--- config.mk ---
export PLATFORM = sky130hd
export DESIGN_NAME = ser_audio_rx
export DESIGN_NICKNAME = d
export VERILOG_FILES = /design/src/rtl/ser_audio_rx_pkg.sv /design/src/rtl/ser_audio_rx_sync.sv /design/src/rtl/ser_audio_rx_deser.sv /design/src/rtl/ser_audio_rx_pair.sv /design/src/rtl/ser_audio_rx.sv
export SDC_FILE = /design/constraint.sdc
export NUM_CORES = 1
export LEC_CHECK = 0
export BUFFER_PORTS_ARGS = -buffer_cell sky130_fd_sc_hd__buf_4
export CORE_ASPECT_RATIO = 1.75
export CORE_UTILIZATION = 55
export DETAILED_ROUTE_END_ITERATION = 8
export GPL_ROUTABILITY_DRIVEN = 0
export GPL_TIMING_DRIVEN = 0
export PLACE_DENSITY = 0.75
export REMOVE_ABC_BUFFERS = 1
export SLEW_MARGIN = 20
export SYNTH_ARGS = -nofsm -noshare
export SYNTH_HDL_FRONTEND = slang
export SYNTH_SLANG_ARGS = --single-unit
--- constraint.sdc ---
create_clock -name clk -period 5.7 [get_ports clk]
set_input_delay 0.855 -clock clk [delete_from_list [all_inputs] [get_ports clk]]
set_output_delay 0.855 -clock clk [all_outputs]
set_load 0.02 [all_outputs]
--- src/rtl/ser_audio_rx_pkg.sv ---
package ser_audio_rx_pkg;

   typedef enum logic [2:0] {
      FMT_RJ16 = 3'd0,
      FMT_RJ20 = 3'd1,
      FMT_LJ24 = 3'd2,
      FMT_I2S  = 3'd3,
      FMT_RJ24 = 3'd4
   } fmt_e;

   // Unused codes fall back to the left-justified framing.
   function automatic fmt_e fmt_decode(input logic [2:0] code);
      fmt_e f;
      case (code)
         3'd0:    f = FMT_RJ16;
         3'd1:    f = FMT_RJ20;
         3'd3:    f = FMT_I2S;
         3'd4:    f = FMT_RJ24;
         default: f = FMT_LJ24;
      endcase
      return f;
   endfunction

   // I2S marks the left channel with a low frame clock.
   function automatic logic fmt_left_is_low(input fmt_e f);
      return (f == FMT_I2S);
   endfunction

endpackage

--- src/rtl/ser_audio_rx_sync.sv ---
module ser_audio_rx_sync #(
   parameter int STAGES = 2
) (
   input  logic clk,
   input  logic rst_n,
   input  logic bclk_i,
   input  logic lrck_i,
   input  logic sdata_i,
   output logic bit_stb,
   output logic lr_bit,
   output logic dat_bit
);

   localparam int LANES = 3;

   generate
      if (STAGES < 0 || STAGES > 6) begin : g_bad_depth
         $error("ser_audio_rx_sync: STAGES must lie in 0..6");
      end
   endgenerate

   logic [LANES-1:0] raw;
   logic [LANES-1:0] synced;
   logic             bclk_q;

   assign raw = {bclk_i, lrck_i, sdata_i};

   generate
      if (STAGES == 0) begin : g_direct
         assign synced = raw;
      end else begin : g_chain
         logic [LANES-1:0] chain [STAGES];
         always_ff @(posedge clk or negedge rst_n) begin
            if (!rst_n) begin
               for (int i = 0; i < STAGES; i++) chain[i] <= '0;
            end else begin
               chain[0] <= raw;
               for (int i = 1; i < STAGES; i++) chain[i] <= chain[i-1];
            end
         end
         assign synced = chain[STAGES-1];
      end
   endgenerate

   always_ff @(posedge clk or negedge rst_n) begin
      if (!rst_n) bclk_q <= 1'b0;
      else        bclk_q <= synced[2];
   end

   assign bit_stb = synced[2] & ~bclk_q;
   assign lr_bit  = synced[1];
   assign dat_bit = synced[0];

endmodule

--- src/rtl/ser_audio_rx_deser.sv ---
module ser_audio_rx_deser
   import ser_audio_rx_pkg::*;
#(
   parameter int W = 24
) (
   input  logic         clk,
   input  logic         rst_n,
   input  logic         bit_stb,
   input  logic         lr_bit,
   input  logic         dat_bit,
   input  logic [2:0]   fmt_code,
   output logic         half_done,
   output logic         half_left,
   output logic [W-1:0] half_word
);

   localparam int CW = $clog2(W + 1);

   generate
      if (W < 24) begin : g_bad_w
         $error("ser_audio_rx_deser: W must be at least 24");
      end
   endgenerate

   fmt_e          fmt_q;
   fmt_e          fmt_new;
   logic          lr_prev;
   logic          armed;
   logic          lr_edge;
   logic [W-1:0]  rj_sh;
   logic [W-1:0]  lj_sh;
   logic [CW-1:0] lj_cnt;

   assign fmt_new   = fmt_decode(fmt_code);
   assign lr_edge   = bit_stb & (lr_bit != lr_prev);
   assign half_done = lr_edge & armed;
   assign half_left = lr_prev ^ fmt_left_is_low(fmt_q);

   // Word assembly for the half that ends at this strobe.
   always_comb begin
      case (fmt_q)
         FMT_RJ16: half_word = rj_sh << (W - 16);
         FMT_RJ20: half_word = rj_sh << (W - 20);
         FMT_RJ24: half_word = rj_sh << (W - 24);
         FMT_I2S:  half_word = (lj_cnt == CW'(W - 1)) ? {lj_sh[W-2:0], dat_bit} : lj_sh;
         default:  half_word = lj_sh;
      endcase
   end

   always_ff @(posedge clk or negedge rst_n) begin
      if (!rst_n) begin
         fmt_q   <= FMT_LJ24;
         lr_prev <= 1'b0;
         armed   <= 1'b0;
         rj_sh   <= '0;
         lj_sh   <= '0;
         lj_cnt  <= '0;
      end else if (bit_stb) begin
         lr_prev <= lr_bit;
         rj_sh   <= {rj_sh[W-2:0], dat_bit};
         if (lr_edge) begin
            armed <= 1'b1;
            fmt_q <= fmt_new;
            if (fmt_left_is_low(fmt_new)) begin
               lj_sh  <= '0;
               lj_cnt <= '0;
            end else begin
               lj_sh  <= {{(W-1){1'b0}}, dat_bit};
               lj_cnt <= CW'(1);
            end
         end else if (lj_cnt < CW'(W)) begin
            lj_sh  <= {lj_sh[W-2:0], dat_bit};
            lj_cnt <= lj_cnt + 1'b1;
         end
      end
   end

   // the leading-edge capture never runs past one word.
   p_lj_cnt_bound_r2: assert property (@(posedge clk) disable iff (!rst_n)
      lj_cnt <= CW'(W));

   // without a bit-clock rise the capture state stays put.
   p_quiet_hold_r9: assert property (@(posedge clk) disable iff (!rst_n)
      !bit_stb |=> ($stable(lr_prev) && $stable(rj_sh) && $stable(lj_sh)));

endmodule

--- src/rtl/ser_audio_rx_pair.sv ---
module ser_audio_rx_pair #(
   parameter int W = 24
) (
   input  logic         clk,
   input  logic         rst_n,
   input  logic         half_done,
   input  logic         half_left,
   input  logic [W-1:0] half_word,
   output logic [W-1:0] left_o,
   output logic [W-1:0] right_o,
   output logic         valid_o
);

   logic [W-1:0] left_hold;
   logic         have_left;

   always_ff @(posedge clk or negedge rst_n) begin
      if (!rst_n) begin
         left_hold <= '0;
         have_left <= 1'b0;
         left_o    <= '0;
         right_o   <= '0;
         valid_o   <= 1'b0;
      end else begin
         valid_o <= 1'b0;
         if (half_done) begin
            if (half_left) begin
               left_hold <= half_word;
               have_left <= 1'b1;
            end else if (have_left) begin
               left_o    <= left_hold;
               right_o   <= half_word;
               valid_o   <= 1'b1;
               have_left <= 1'b0;
            end
         end
      end
   end

   // a pair strobe lasts exactly one cycle.
   p_valid_pulse_r8: assert property (@(posedge clk) disable iff (!rst_n)
      valid_o |=> !valid_o);

   // a pair is only issued once a left half was held.
   p_pair_order_r8: assert property (@(posedge clk) disable iff (!rst_n)
      valid_o |-> ($past(have_left) && !have_left));

   // outputs move only together with the strobe.
   p_out_hold_r9: assert property (@(posedge clk) disable iff (!rst_n)
      !valid_o |-> ($stable(left_o) && $stable(right_o)));

endmodule

--- src/rtl/ser_audio_rx.sv ---
module ser_audio_rx #(
   parameter int SYNC_STAGES = 2,
   parameter int SAMPLE_W    = 24
) (
   input  logic                clk,
   input  logic                rst_n,
   input  logic                bclk_i,
   input  logic                lrck_i,
   input  logic                sdata_i,
   input  logic [2:0]          fmt_sel_i,
   output logic [SAMPLE_W-1:0] left_o,
   output logic [SAMPLE_W-1:0] right_o,
   output logic                valid_o
);

   generate
      if (SAMPLE_W < 24 || SAMPLE_W > 64) begin : g_bad_width
         $error("ser_audio_rx: SAMPLE_W must lie in 24..64");
      end
   endgenerate

   logic                bit_stb;
   logic                lr_bit;
   logic                dat_bit;
   logic                half_done;
   logic                half_left;
   logic [SAMPLE_W-1:0] half_word;

   ser_audio_rx_sync #(.STAGES(SYNC_STAGES)) u_sync (
      .clk     (clk),
      .rst_n   (rst_n),
      .bclk_i  (bclk_i),
      .lrck_i  (lrck_i),
      .sdata_i (sdata_i),
      .bit_stb (bit_stb),
      .lr_bit  (lr_bit),
      .dat_bit (dat_bit)
   );

   ser_audio_rx_deser #(.W(SAMPLE_W)) u_deser (
      .clk       (clk),
      .rst_n     (rst_n),
      .bit_stb   (bit_stb),
      .lr_bit    (lr_bit),
      .dat_bit   (dat_bit),
      .fmt_code  (fmt_sel_i),
      .half_done (half_done),
      .half_left (half_left),
      .half_word (half_word)
   );

   ser_audio_rx_pair #(.W(SAMPLE_W)) u_pair (
      .clk       (clk),
      .rst_n     (rst_n),
      .half_done (half_done),
      .half_left (half_left),
      .half_word (half_word),
      .left_o    (left_o),
      .right_o   (right_o),
      .valid_o   (valid_o)
   );

endmodule

Word level (Yosys, flattened, before mapping)

Cells that the tools add are included.

Equal/unequal tests: 9
Reductions and logical operators: 7
Div/mod/pow operators: 0
Bitwise gates (word level): 6
Mux-type cells: 13
Magnitude comparators: 1
Shift operators: 0
Multiply operators: 0
Add/sub/neg operators: 1

Operators with widths:

| kind                                          | number |
|---|---|
| case mux 24 bit (4 select lines)              | 1 |
| 2-to-1 mux 24 bit                             | 3 |
| case mux 3 bit (4 select lines)               | 1 |
| 2-to-1 mux 5 bit                              | 2 |
| == test 3 x 2 -> 1 bit, second input constant | 3 |
| == test 3 x 1 -> 1 bit, second input constant | 2 |
| == test 3 bit, second input constant          | 2 |
| logical NOT 3 bit                             | 2 |
| 2-to-1 mux 1 bit                              | 6 |
| AND reduction 2 bit                           | 3 |
| adder 5 x 1 -> 5 bit, second input constant   | 1 |
| == test 5 bit, second input constant          | 1 |
| < comparator 5 bit, second input constant     | 1 |
| bitwise AND 1 bit                             | 3 |
| AND reduction 3 bit                           | 1 |
| inverter 1 bit                                | 2 |
| nonzero test 2 bit                            | 1 |
| != test 1 bit                                 | 1 |
| XOR 1 bit                                     | 1 |

ROM bits: 0
Register bits after elaboration: 139
Memories: 0
Logic and storage cells: 51
Output and inout port bits: 49
Input port bits: 8
RAM bits: 0
Latch bits: 0

Depth between registers and ports, before layout

Gate-level depths: netlist (run 1).

Depth after elaboration: 5
Mapped depth: 8
Mapped depth without buffers: 5

By module

Synthesis (run 1) repeated with hierarchy kept, for this count alone.

Cells, all modules: 498
Area total of the unflattened synthesis: 6238.5 um^2

By module, submodules not included:

| module             | sequential area each (um^2) | cells an instance | area an instance (um^2) | instances |
|---|---|---|---|---|
| ser_audio_rx_deser | 1452.6                      | 332               | 3266.9                  | 1 |
| ser_audio_rx_pair  | 1851.8                      | 158               | 2782.7                  | 1 |
| ser_audio_rx_sync  | 175.2                       | 8                 | 188.9                   | 1 |

Worst setup path after synthesis (run 1)

OpenSTA, ideal clock, no wires.

Path type: register to register
Start: register u_deser.fmt_q[2]
End: register u_pair.left_o[0]
Data required time: 5.575 ns
Path buffers: 3
Cell stages (with the launch flop): 9
Library setup time: 0.125 ns
Setup slack: 3.647 ns
Arrival time: 1.928 ns
Clock period less this slack: 2.053 ns
Path through: dfrtp_1 -> buf_2 -> nand3b_1 -> xnor2_2 -> or2_1 -> buf_6 -> inv_4 -> buf_6 -> mux2_2

Cells in the longest elaborated chain, start to end: 4

RTL lines:

| element                              | line                     | RTL |
|---|---|---|
| from (decl)                          | ser_audio_rx_deser.sv:25 | `fmt_e fmt_q;` |
| from (signal assigned)               | ser_audio_rx_deser.sv:63 | `fmt_q <= fmt_new;` |
| == test 3 x 2 -> 1 bit               | ser_audio_rx_pkg.sv:26   | `return (f == FMT_I2S);` |
| XOR 1 bit                            | ser_audio_rx_deser.sv:37 | `assign half_left = lr_prev ^ fmt_left_is_low(fmt_q);` |
| inverter 1 bit (no source line)      | -                        |  |
| AND reduction 3 bit (no source line) | -                        |  |
| to (signal assigned)                 | ser_audio_rx_pair.sv:31  | `left_o <= left_hold;` |
| to (decl)                            | ser_audio_rx_pair.sv:9   | `output logic [W-1:0] left_o,` |

Every way passes these cells.
A chain may end at the register's enable or synchronous reset.

Worst setup path in the final report (run 1)

Start: register u_deser.fmt_q[0]
End: register u_pair.left_hold[3]

Cells in the longest elaborated chain, start to end: 3
Elaborated cells between the ends (all ways): 7
Those cells by class: eq/ne: 3; mux: 1; bitwise: 1; reduce/logical: 2

RTL lines:

| element                              | line                                             | RTL |
|---|---|---|
| == test 3 x 2 -> 1 bit               | ser_audio_rx_pkg.sv:26, ser_audio_rx_deser.sv:41 |  |
| XOR 1 bit                            | ser_audio_rx_deser.sv:37                         |  |
| AND reduction 2 bit (no source line) | -                                                |  |
| to (signal assigned)                 | ser_audio_rx_pair.sv:28                          | `left_hold <= half_word;` |
| to (decl)                            | ser_audio_rx_pair.sv:14                          | `logic [W-1:0] left_hold;` |

Parallel ways exist; a longest one is shown, timed or not.

==> impl_metrics.json, run 1 <==
{
  "avgRoutedWirePerCell_microns": 18.2,
  "crit_required_ns": 6.01,
  "initial_core_util": 0.560,
  "drive_gt1_frac": 0.209,
  "tightest_slew_ns": 1.10,
  "setup_viol": 0,
  "yosys.cell_count.top_type": "dfrtp_1",
  "cp_data_arrival_time_ns": 4.67,
  "io_pins": 57,
  "cts_inserted_buffers": 17,
  "fill_cells": 893,
  "post-route-min-period_ns": 4.36,
  "vias_per_cell": 6.16,
  "h-tree-depth": 4,
  "p_leak_nw": 3.45,
  "grt_first_pass_wirelength_microns": 24700,
  "cts_hold_buffers": 0,
  "hold_violations": 0,
  "status": "complete, but fails checks",
  "synth.distinct_cells": 42,
  "startpoint": "u_deser.fmt_q[0]",
  "fin_setup_tns_ns": 0,
  "dp_slack_ns": 1.39,
  "clk_path_buf_depth": 2,
  "rows": 52,
  "cts-resized-gates": 0,
  "root_buffer": "clkbuf_16",
  "placed_cell_area_sq_mm": 0.00699,
  "io_buffers": 56,
  "yosysWarnings": 0,
  "yosysTopAreaCell": "dfrtp_1",
  "synth.top_cells.by_count": "dfrtp_1, nand2_1, o21ai_0, a21oi_1, o31ai_1",
  "die_h_microns": 145,
  "power_density_mw_per_mm2": 476,
  "critPathKind": "register to register",
  "yosys-top-cells-area": "dfrtp_1, o31ai_1, nand2_1",
  "clock_skew_ns": 0.00670,
  "worstReg2RegStart": "u_deser.fmt_q[0]",
  "fmax_mhz": 229,
  "worstHoldStart": "u_sync.g_chain.chain[3]",
  "synthCells": 639,
  "dr.pass1.iters": 8,
  "seq_area_frac_synth": 0.539,
  "avgSynthCellArea_sq_um": 10.1,
  "clkSlewWorstSetupHoldPaths_ns": 0.06,
  "async_flop_share": 1.00,
  "drtIter0Drc": 450,
  "violations": "design-rule violations",
  "grt_max_degree": 75,
  "clkLatencyLatePin_ns": 0.43,
  "synth-seq-cells": 139,
  "rsz0062_at_grt": "no",
  "finalNetCount": 680,
  "die-area_sq_mm": 0.0122,
  "worstSetupStartpointType": "register",
  "post_cts_buffers": 0,
  "cts_tree": "yes",
  "synth_edf_count": 0,
  "ant_nets": 0,
  "grt_pass1_vias": 5035,
  "cts_sinks": 139,
  "maxSlewViolCount": 0,
  "num_vias": 5044,
  "grtUsageTotal": 0.258,
  "layoutNonFillerInstCount": 819,
  "finalWorstSetupSlack_ns": 1.34,
  "period_share": 0.765,
  "critical_path.max_fanout": 29,
  "slew_headroom": 0.268,
  "yosys.area.top_type_share": 0.535,
  "num_antenna_cells": 0,
  "dp_cells": 787,
  "dpl.hpwl_microns": 9650,
  "worstHoldPathType": "register to register",
  "stdcell_area_sq_mm": 0.00761,
  "drc": 6,
  "ir_drop_v": 0.000295,
  "r2r_slack_ns": 1.34,
  "drt-total-wl_microns": 14900,
  "syn_to_final_growth_pct": 18.0,
  "core_region_area_sq_mm": 0.0115,
  "end_kind": "register",
  "maxCapViolCount": 0,
  "netlist_area_sq_mm": 0.00645,
  "antenna_found_initial": 0,
  "chipWidth_microns": 83.9,
  "overflow": 0,
  "ys.flop_type": "dfrtp_1"
}
==> cell families after synthesis <==
| family | after synthesis | synth area share |
|---|---|---|
| compound gates | 210 | 0.202 |
| xor+xnor | 3 | 0.00524 |
| fa+ha+maj | 1 | 0.00194 |
| buf+inv | 85 | 0.0555 |
| flops | 139 | 0.539 |
| mux | 43 | 0.0805 |
| simple gates | 158 | 0.115 |
==> final cells by class <==
type	count	area, sq um	share of cell area
Inverter	36	138	0.0181
Sequential cell	139	3480	0.457
Clock inverter	13	164	0.0215
Tap cell	135	169	0.0222
Timing Repair Buffer	62	557	0.0731
Multi-Input combinational cell	415	2650	0.349
Clock buffer	19	453	0.0595
==> cell usage in the layout, fill, tap and decap left out, drive strengths merged, types with 2 or more instances in the layout <==
cell type and count:
a2111oi 4, a21oi 57, a311oi 20, a32oi 4
buf 62, bufinv 3, clkbuf 19, clkinv 5
clkinvlp 2, dfrtp 138, inv 39, mux2 41
mux2i 2, nand2 96, nand2b 21, nand3 4
nand3b 3, nor2 7, nor2b 3, nor4 16
o21a 4, o21ai 66, o31ai 53, xnor2 2
==> worst max-delay path, stage by stage (launching register included) <==
cell and delay, ns:
dfrtp_1 0.97, nand3b_1 0.81, xnor2_2 1.08, nand3_2 0.85, mux2_2 0.53
==> layer usage <==
| layer | share of wire | track usage | wire (microns) |
|---|---|---|---|
| met5 | 0 | 0 | 0 |
| met1 | 0.40 | 0.300 | 5950 |
| met2 | 0.54 | 0.443 | 7990 |
| met3 | 0.037 | 0.0501 | 551 |
| met4 | 0.025 | 0.141 | 378 |
==> registers in the layout (all words and copies together) (netlist names) <==
register              flops
u_sync.synced             3
u_deser.lj_cnt            5
u_deser.lr_prev           1
u_sync.bclk_q             1
u_deser.lj_sh            24
u_pair.left_hold         24
u_pair.left_o            24
u_pair.right_o           24
u_sync.g_chain.chain      3
u_deser.rj_sh            24
u_deser.fmt_q             3
u_deser.armed             1
u_pair.valid_o            1
u_pair.have_left          1
==> final timing paths <==
kind | endpoint | depth (start not counted)
worst max-delay path | u_pair.left_hold[3] | 4
min in group asynchronous | u_pair.right_o[20] | 1
worst max register to register | u_pair.left_hold[3] | 4
max in group asynchronous | u_pair.right_o[7] | 2
worst min-delay path | u_sync.synced[0] | 0
worst min register to register | u_sync.synced[0] | 0
==> stage by stage <==
step,hold WS [ns],util,power (mW)
2_1_floorplan,0.331,-,2.07
3_5_place_dp,0.338,0.607,2.49
6_report,0.350,0.661,3.63
4_1_cts,0.352,0.661,3.64
5_1_grt,0.358,0.661,3.80
3_3_place_gp,0.334,0.592,2.43
==> report_power, final <==
group	switching (mW)	internal [mW]
Clock	0.432	0.713
Combinational	0.603	0.458
Sequential	0.193	1.23
Power figures use the tool's default switching activity.
==> run 2: changes to the inputs <==
==> constraint.sdc (replaced) <==
create_clock -name clk -period 4.4 [get_ports clk]
set_input_delay 0.66 -clock clk [delete_from_list [all_inputs] [get_ports clk]]
set_output_delay 0.66 -clock clk [all_outputs]
set_load 0.02 [all_outputs]
==> run 2 against run 1 <==
  * Cell area rose by 0.15%
  * Wire length rose by 0.25%
  * Clock power rose by 30%
  * Sequential cell count did not move
  * The run still ends with design-rule violations left
  * Maximum frequency rose by 6.9%
  * Largest power group unchanged
  * Utilization rose by 0.098 points
  * Via count fell by 0.30%
==> impl_metrics.json, run 2 (synthesis results as in run 1) <==
{
  "status": "complete, but fails checks",
  "violations": "design-rule violations",
  "cts_tree": "yes",
  "clock_skew_ns": 0.00612,
  "num_vias": 5029,
  "core_region_area_sq_mm": 0.0115,
  "cts_hold_buffers": 0,
  "cts_sinks": 139,
  "finalNetCount": 680,
  "num_antenna_cells": 0,
  "finalCoreUtilization": 0.662,
  "cts-resized-gates": 0,
  "grtUsageTotal": 0.258,
  "clkSlewWorstSetupHoldPaths_ns": 0.06,
  "fmax_mhz": 245,
  "p_leak_nw": 3.45,
  "worstSetupStartpointType": "register",
  "dpl.hpwl_microns": 9650,
  "avgRoutedWirePerCell_microns": 18.2,
  "dr.pass1.iters": 7,
  "crit_chain": "nand3b_1, xnor2_4, nand3_2, mux2_2",
  "final_cell_mix": "dfrtp_1, nand2_1, o21ai_0, a21oi_1, buf_4",
  "die_h_microns": 145,
  "period_share": 0.927,
  "total_power_mw": 4.71,
  "worstReg2RegStart": "u_deser.fmt_q[0]",
  "final_common_cell": "dfrtp_1",
  "clk_path_buf_depth": 2,
  "grt_max_degree": 75,
  "root_buffer": "clkbuf_16",
  "drtIter0Drc": 418,
  "end_kind": "register",
  "io_buffers": 56,
  "critPathTopFamily": "simple AND/OR/NAND/NOR gates",
  "io_pins": 57,
  "overflow": 0,
  "maxCapViolCount": 0,
  "initial_core_util": 0.560,
  "ant_nets": 0,
  "crit_required_ns": 4.71,
  "worst-path-buf-inv": 0,
  "clkLatencyLatePin_ns": 0.43,
  "max_stage_delay_ns": 0.98,
  "maxSlewViolCount": 0,
  "critPathKind": "register to register",
  "hold_violations": 0,
  "vias_per_cell": 6.14,
  "drive_gt1_frac": 0.209,
  "power_density_mw_per_mm2": 617,
  "cp_data_arrival_time_ns": 4.39,
  "cp_slowest_cell": "dfrtp_1",
  "grt_first_pass_wirelength_microns": 24700,
  "post-route-min-period_ns": 4.08,
  "setup_viol": 0,
  "rows": 52,
  "tightest_slew_ns": 1.11,
  "post_cts_buffers": 0,
  "h-tree-depth": 4,
  "slew_headroom": 0.261,
  "die-area_sq_mm": 0.0122,
  "ir_drop_v": 0.000395,
  "grt_pass1_vias": 5035,
  "cts_inserted_buffers": 17,
  "fill_cells": 893,
  "drc": 6,
  "critical_path.max_fanout": 29,
  "antenna_found_initial": 0,
  "syn_to_final_growth_pct": 18.2,
  "chipWidth_microns": 83.9,
  "worstHoldPathType": "input pin to asynchronous set/reset pin",
  "startpoint": "u_deser.fmt_q[0]",
  "rsz0062_at_grt": "no",
  "drt-total-wl_microns": 14900
}
-- run 2: cell counts in the layout (fill, tap and decap cells not counted) --
Identical to the previous run, type by type.
-- run 2: worst paths after layout --
check                                     endpoint  slack, ns  depth (start not counted)
max                            u_pair.left_hold[3]       0.32                          4
min                             u_pair.right_o[20]       0.19                          1
max reg2reg                    u_pair.left_hold[3]       0.32                          4
min reg2reg                       u_sync.synced[0]       0.35                          0
max in group asynchronous        u_pair.right_o[7]       3.51                          2
min in group clk           u_sync.g_chain.chain[3]       0.33                          1
-- run 2: worst register-to-register path, delay by kind of cell, from the launching register on --
family                    cells  cell delay [ns]
xor gates and xnor gates      1             0.84
DFF                           1             0.98
muxes                         1             0.52
and+or+nand+nor               2             1.62
-- run 2: final cells by class --
| cell class | instances | area [sq um] | area share |
|---|---|---|---|
| tap | 135 | 169 | 0.0222 |
| clock buffer | 19 | 453 | 0.0594 |
| inverter | 36 | 138 | 0.0181 |
| clock inverter | 13 | 164 | 0.0215 |
| multi-input combinational | 415 | 2670 | 0.350 |
| sequential | 139 | 3480 | 0.456 |
| timing repair buffer | 62 | 557 | 0.0730 |
-- run 2: stage by stage --
step	instances	hold WS (ns)	setup TNS (ns)	worst slack [ns]	area [sq um]
CTS	819	0.219	0	0.0290	7610
global placement	781	0.334	-80.49	-1.19	6820
global route	819	0.237	0	0.0767	7620
floorplan	590	0.331	0	0.461	6230
detailed placement	787	0.338	0	0.0892	6990
finish	819	0.187	0	0.320	7620
-- run 2: routing by layer --
metal | GRT usage | part of all wire
met3 | 0.0501 | 0.038
met1 | 0.300 | 0.40
met4 | 0.141 | 0.031
met2 | 0.443 | 0.53
met5 | 0 | 0
-- run 2: power breakdown --
part	internal (mW)	leakage [nW]	total (mW)	switching, mW
Sequential	1.59	1.87	1.84	0.250
Clock	0.924	0.300	1.49	0.564
Combinational	0.596	1.28	1.38	0.782
Total	3.11	3.45	4.71	1.60
==> run 3: changes to the inputs <==
--- a/config.mk
+++ b/config.mk
@@ -11,6 +11,7 @@
 export DETAILED_ROUTE_END_ITERATION = 8
 export GPL_ROUTABILITY_DRIVEN = 0
 export GPL_TIMING_DRIVEN = 0
+export MAX_ROUTING_LAYER = met4
 export PLACE_DENSITY = 0.75
 export REMOVE_ABC_BUFFERS = 1
 export SLEW_MARGIN = 20
==> run 3 against run 2 <==
  * The flow still finishes with violations (design-rule violations)
  * Non-clock buffer count unchanged
  * Register-to-register slack barely moved
  * Global-route usage rose by 0.78 points
  * Sequential power about the same
  * Sequential cell count did not move
  * Cell area did not move
  * First-iteration DRC count is 14% higher
  * Final cell count did not move
  * Via count is essentially flat
  * Largest power group unchanged
==> impl_metrics.json, run 3 (synthesis results as in run 1) <==
{
  "switchingPower_mw": 1.60,
  "status": "complete, but fails checks",
  "violations": "design-rule violations",
  "drtIter0Drc": 476,
  "internal_power_mw": 3.11,
  "rows": 52,
  "dr.pass1.iters": 9,
  "p_leak_nw": 3.45,
  "fill_cells": 893,
  "clockPowerShare": 0.316,
  "timing.hold.ws_ns": 0.186,
  "grt_pass1_vias": 5037,
  "core_region_area_sq_mm": 0.0115,
  "die_h_microns": 145,
  "hold_violations": 0,
  "critical_path.max_fanout": 29,
  "initial_core_util": 0.560,
  "combPwrFrac": 0.293,
  "clkLatencyLatePin_ns": 0.43,
  "power_density_mw_per_mm2": 618,
  "slew_headroom": 0.274,
  "cts_tree": "yes",
  "cp_slowest_cell": "dfrtp_1",
  "drt-total-wl_microns": 14900,
  "grt_max_degree": 75,
  "critPathTopFamily": "simple AND/OR/NAND/NOR gates",
  "io_buffers": 56,
  "finalNetCount": 680,
  "num_antenna_cells": 0,
  "worst-path-buf-inv": 0,
  "setup_viol": 0,
  "die-area_sq_mm": 0.0122,
  "final_common_cell": "dfrtp_1",
  "avgRoutedWirePerCell_microns": 18.2,
  "worstHoldPathType": "input pin to asynchronous set/reset pin",
  "dp_slack_ns": 0.0892,
  "cts_inserted_buffers": 17,
  "finalWorstSetupSlack_ns": 0.306,
  "ant_nets": 0,
  "syn_to_final_growth_pct": 18.2,
  "clock_skew_ns": 0.00693,
  "ir_drop_v": 0.000394,
  "seq_power_share": 0.391,
  "crit_required_ns": 4.71,
  "maxSlewViolCount": 0,
  "overflow": 0,
  "grtUsageTotal": 0.266,
  "swShare": 0.340,
  "critPathKind": "register to register",
  "vias_per_cell": 6.14,
  "max_stage_delay_ns": 0.98,
  "clk_path_buf_depth": 2,
  "clkSlewWorstSetupHoldPaths_ns": 0.06,
  "cp_data_arrival_time_ns": 4.41,
  "grt_first_pass_wirelength_microns": 24700,
  "end_kind": "register",
  "worstSetupStartpointType": "register",
  "drc": 5,
  "root_buffer": "clkbuf_16",
  "maxCapViolCount": 0,
  "io_pins": 57,
  "tightest_slew_ns": 1.09,
  "post-route-min-period_ns": 4.09,
  "period_share": 0.930,
  "rsz0062_at_grt": "no",
  "chipWidth_microns": 83.9,
  "finalCoreUtilization": 0.662,
  "crit_chain": "nand3b_1, xnor2_4, nand3_2, mux2_2",
  "num_vias": 5026,
  "dpl.hpwl_microns": 9650,
  "cts_sinks": 139,
  "drive_gt1_frac": 0.209,
  "fmax_mhz": 244,
  "final_cell_mix": "dfrtp_1, nand2_1, o21ai_0, a21oi_1, buf_4",
  "h-tree-depth": 4,
  "antenna_found_initial": 0
}
==> run 3: worst paths after layout <==
kind	from	endpoint	slack, ns	depth (start not counted)
max	u_deser.fmt_q[0]	u_pair.left_hold[3]	0.31	4
min	rst_n	u_pair.right_o[20]	0.19	1
max reg2reg	u_deser.fmt_q[0]	u_pair.left_hold[3]	0.31	4
min reg2reg	u_sync.g_chain.chain[3]	u_sync.synced[0]	0.35	0
max in group asynchronous	rst_n	u_pair.right_o[7]	3.50	2
min in group clk	sdata_i	u_sync.g_chain.chain[3]	0.33	1
==> run 3: layout make-up <==
class                      instances  area [sq um]  area share
clock buffer                      19           453      0.0594
inverter                          36           138      0.0181
timing repair buffer              62           557      0.0730
multi-input combinational        415          2670       0.350
sequential                       139          3480       0.456
tap                              135           169      0.0222
clock inverter                    13           164      0.0215
==> run 3: power groups by stage <==
stage	logic, mW	registers (mW)	clock network, mW
floorplan	0.687	1.99	0
global placement	1.31	1.84	0
detailed placement	1.37	1.86	0
CTS	1.37	1.84	1.50
global route	1.49	1.89	1.55
finish	1.38	1.84	1.49
==> run 3: per-layer routing <==
metal	track usage	part of all wire
met1	0.300	0.39
met2	0.444	0.53
met3	0.0501	0.042
met4	0.141	0.035
met5	-	0
==> run 3: what timing repair did <==
| action | 4_1_cts | 5_1_grt |
|---|---|---|
| resized for setup | 0 | 1 |
| hold buffers | 0 | 0 |
| buffers inserted | 0 | 0 |
| hold endpoints to repair | 0 | 0 |
| endpoints found under the setup margin | 0 | 28 |
==> run 3: worst reg2reg max path, cell delays in order, from the launching register on <==
cell and delay, ns:
dfrtp_1 0.98, nand3b_1 0.88, xnor2_4 0.84, nand3_2 0.75
mux2_2 0.52
==> run 3: through the flow <==
step                      power [mW]  setup TNS, ns  cell area (sq um)  std cells
after floorplan                 2.68              0               6230        590
after global placement          3.14         -80.49               6820        781
after detailed placement        3.23              0               6990        787
after CTS                       4.72              0               7610        819
after global routing            4.93              0               7620        819
final                           4.71              0               7620        819
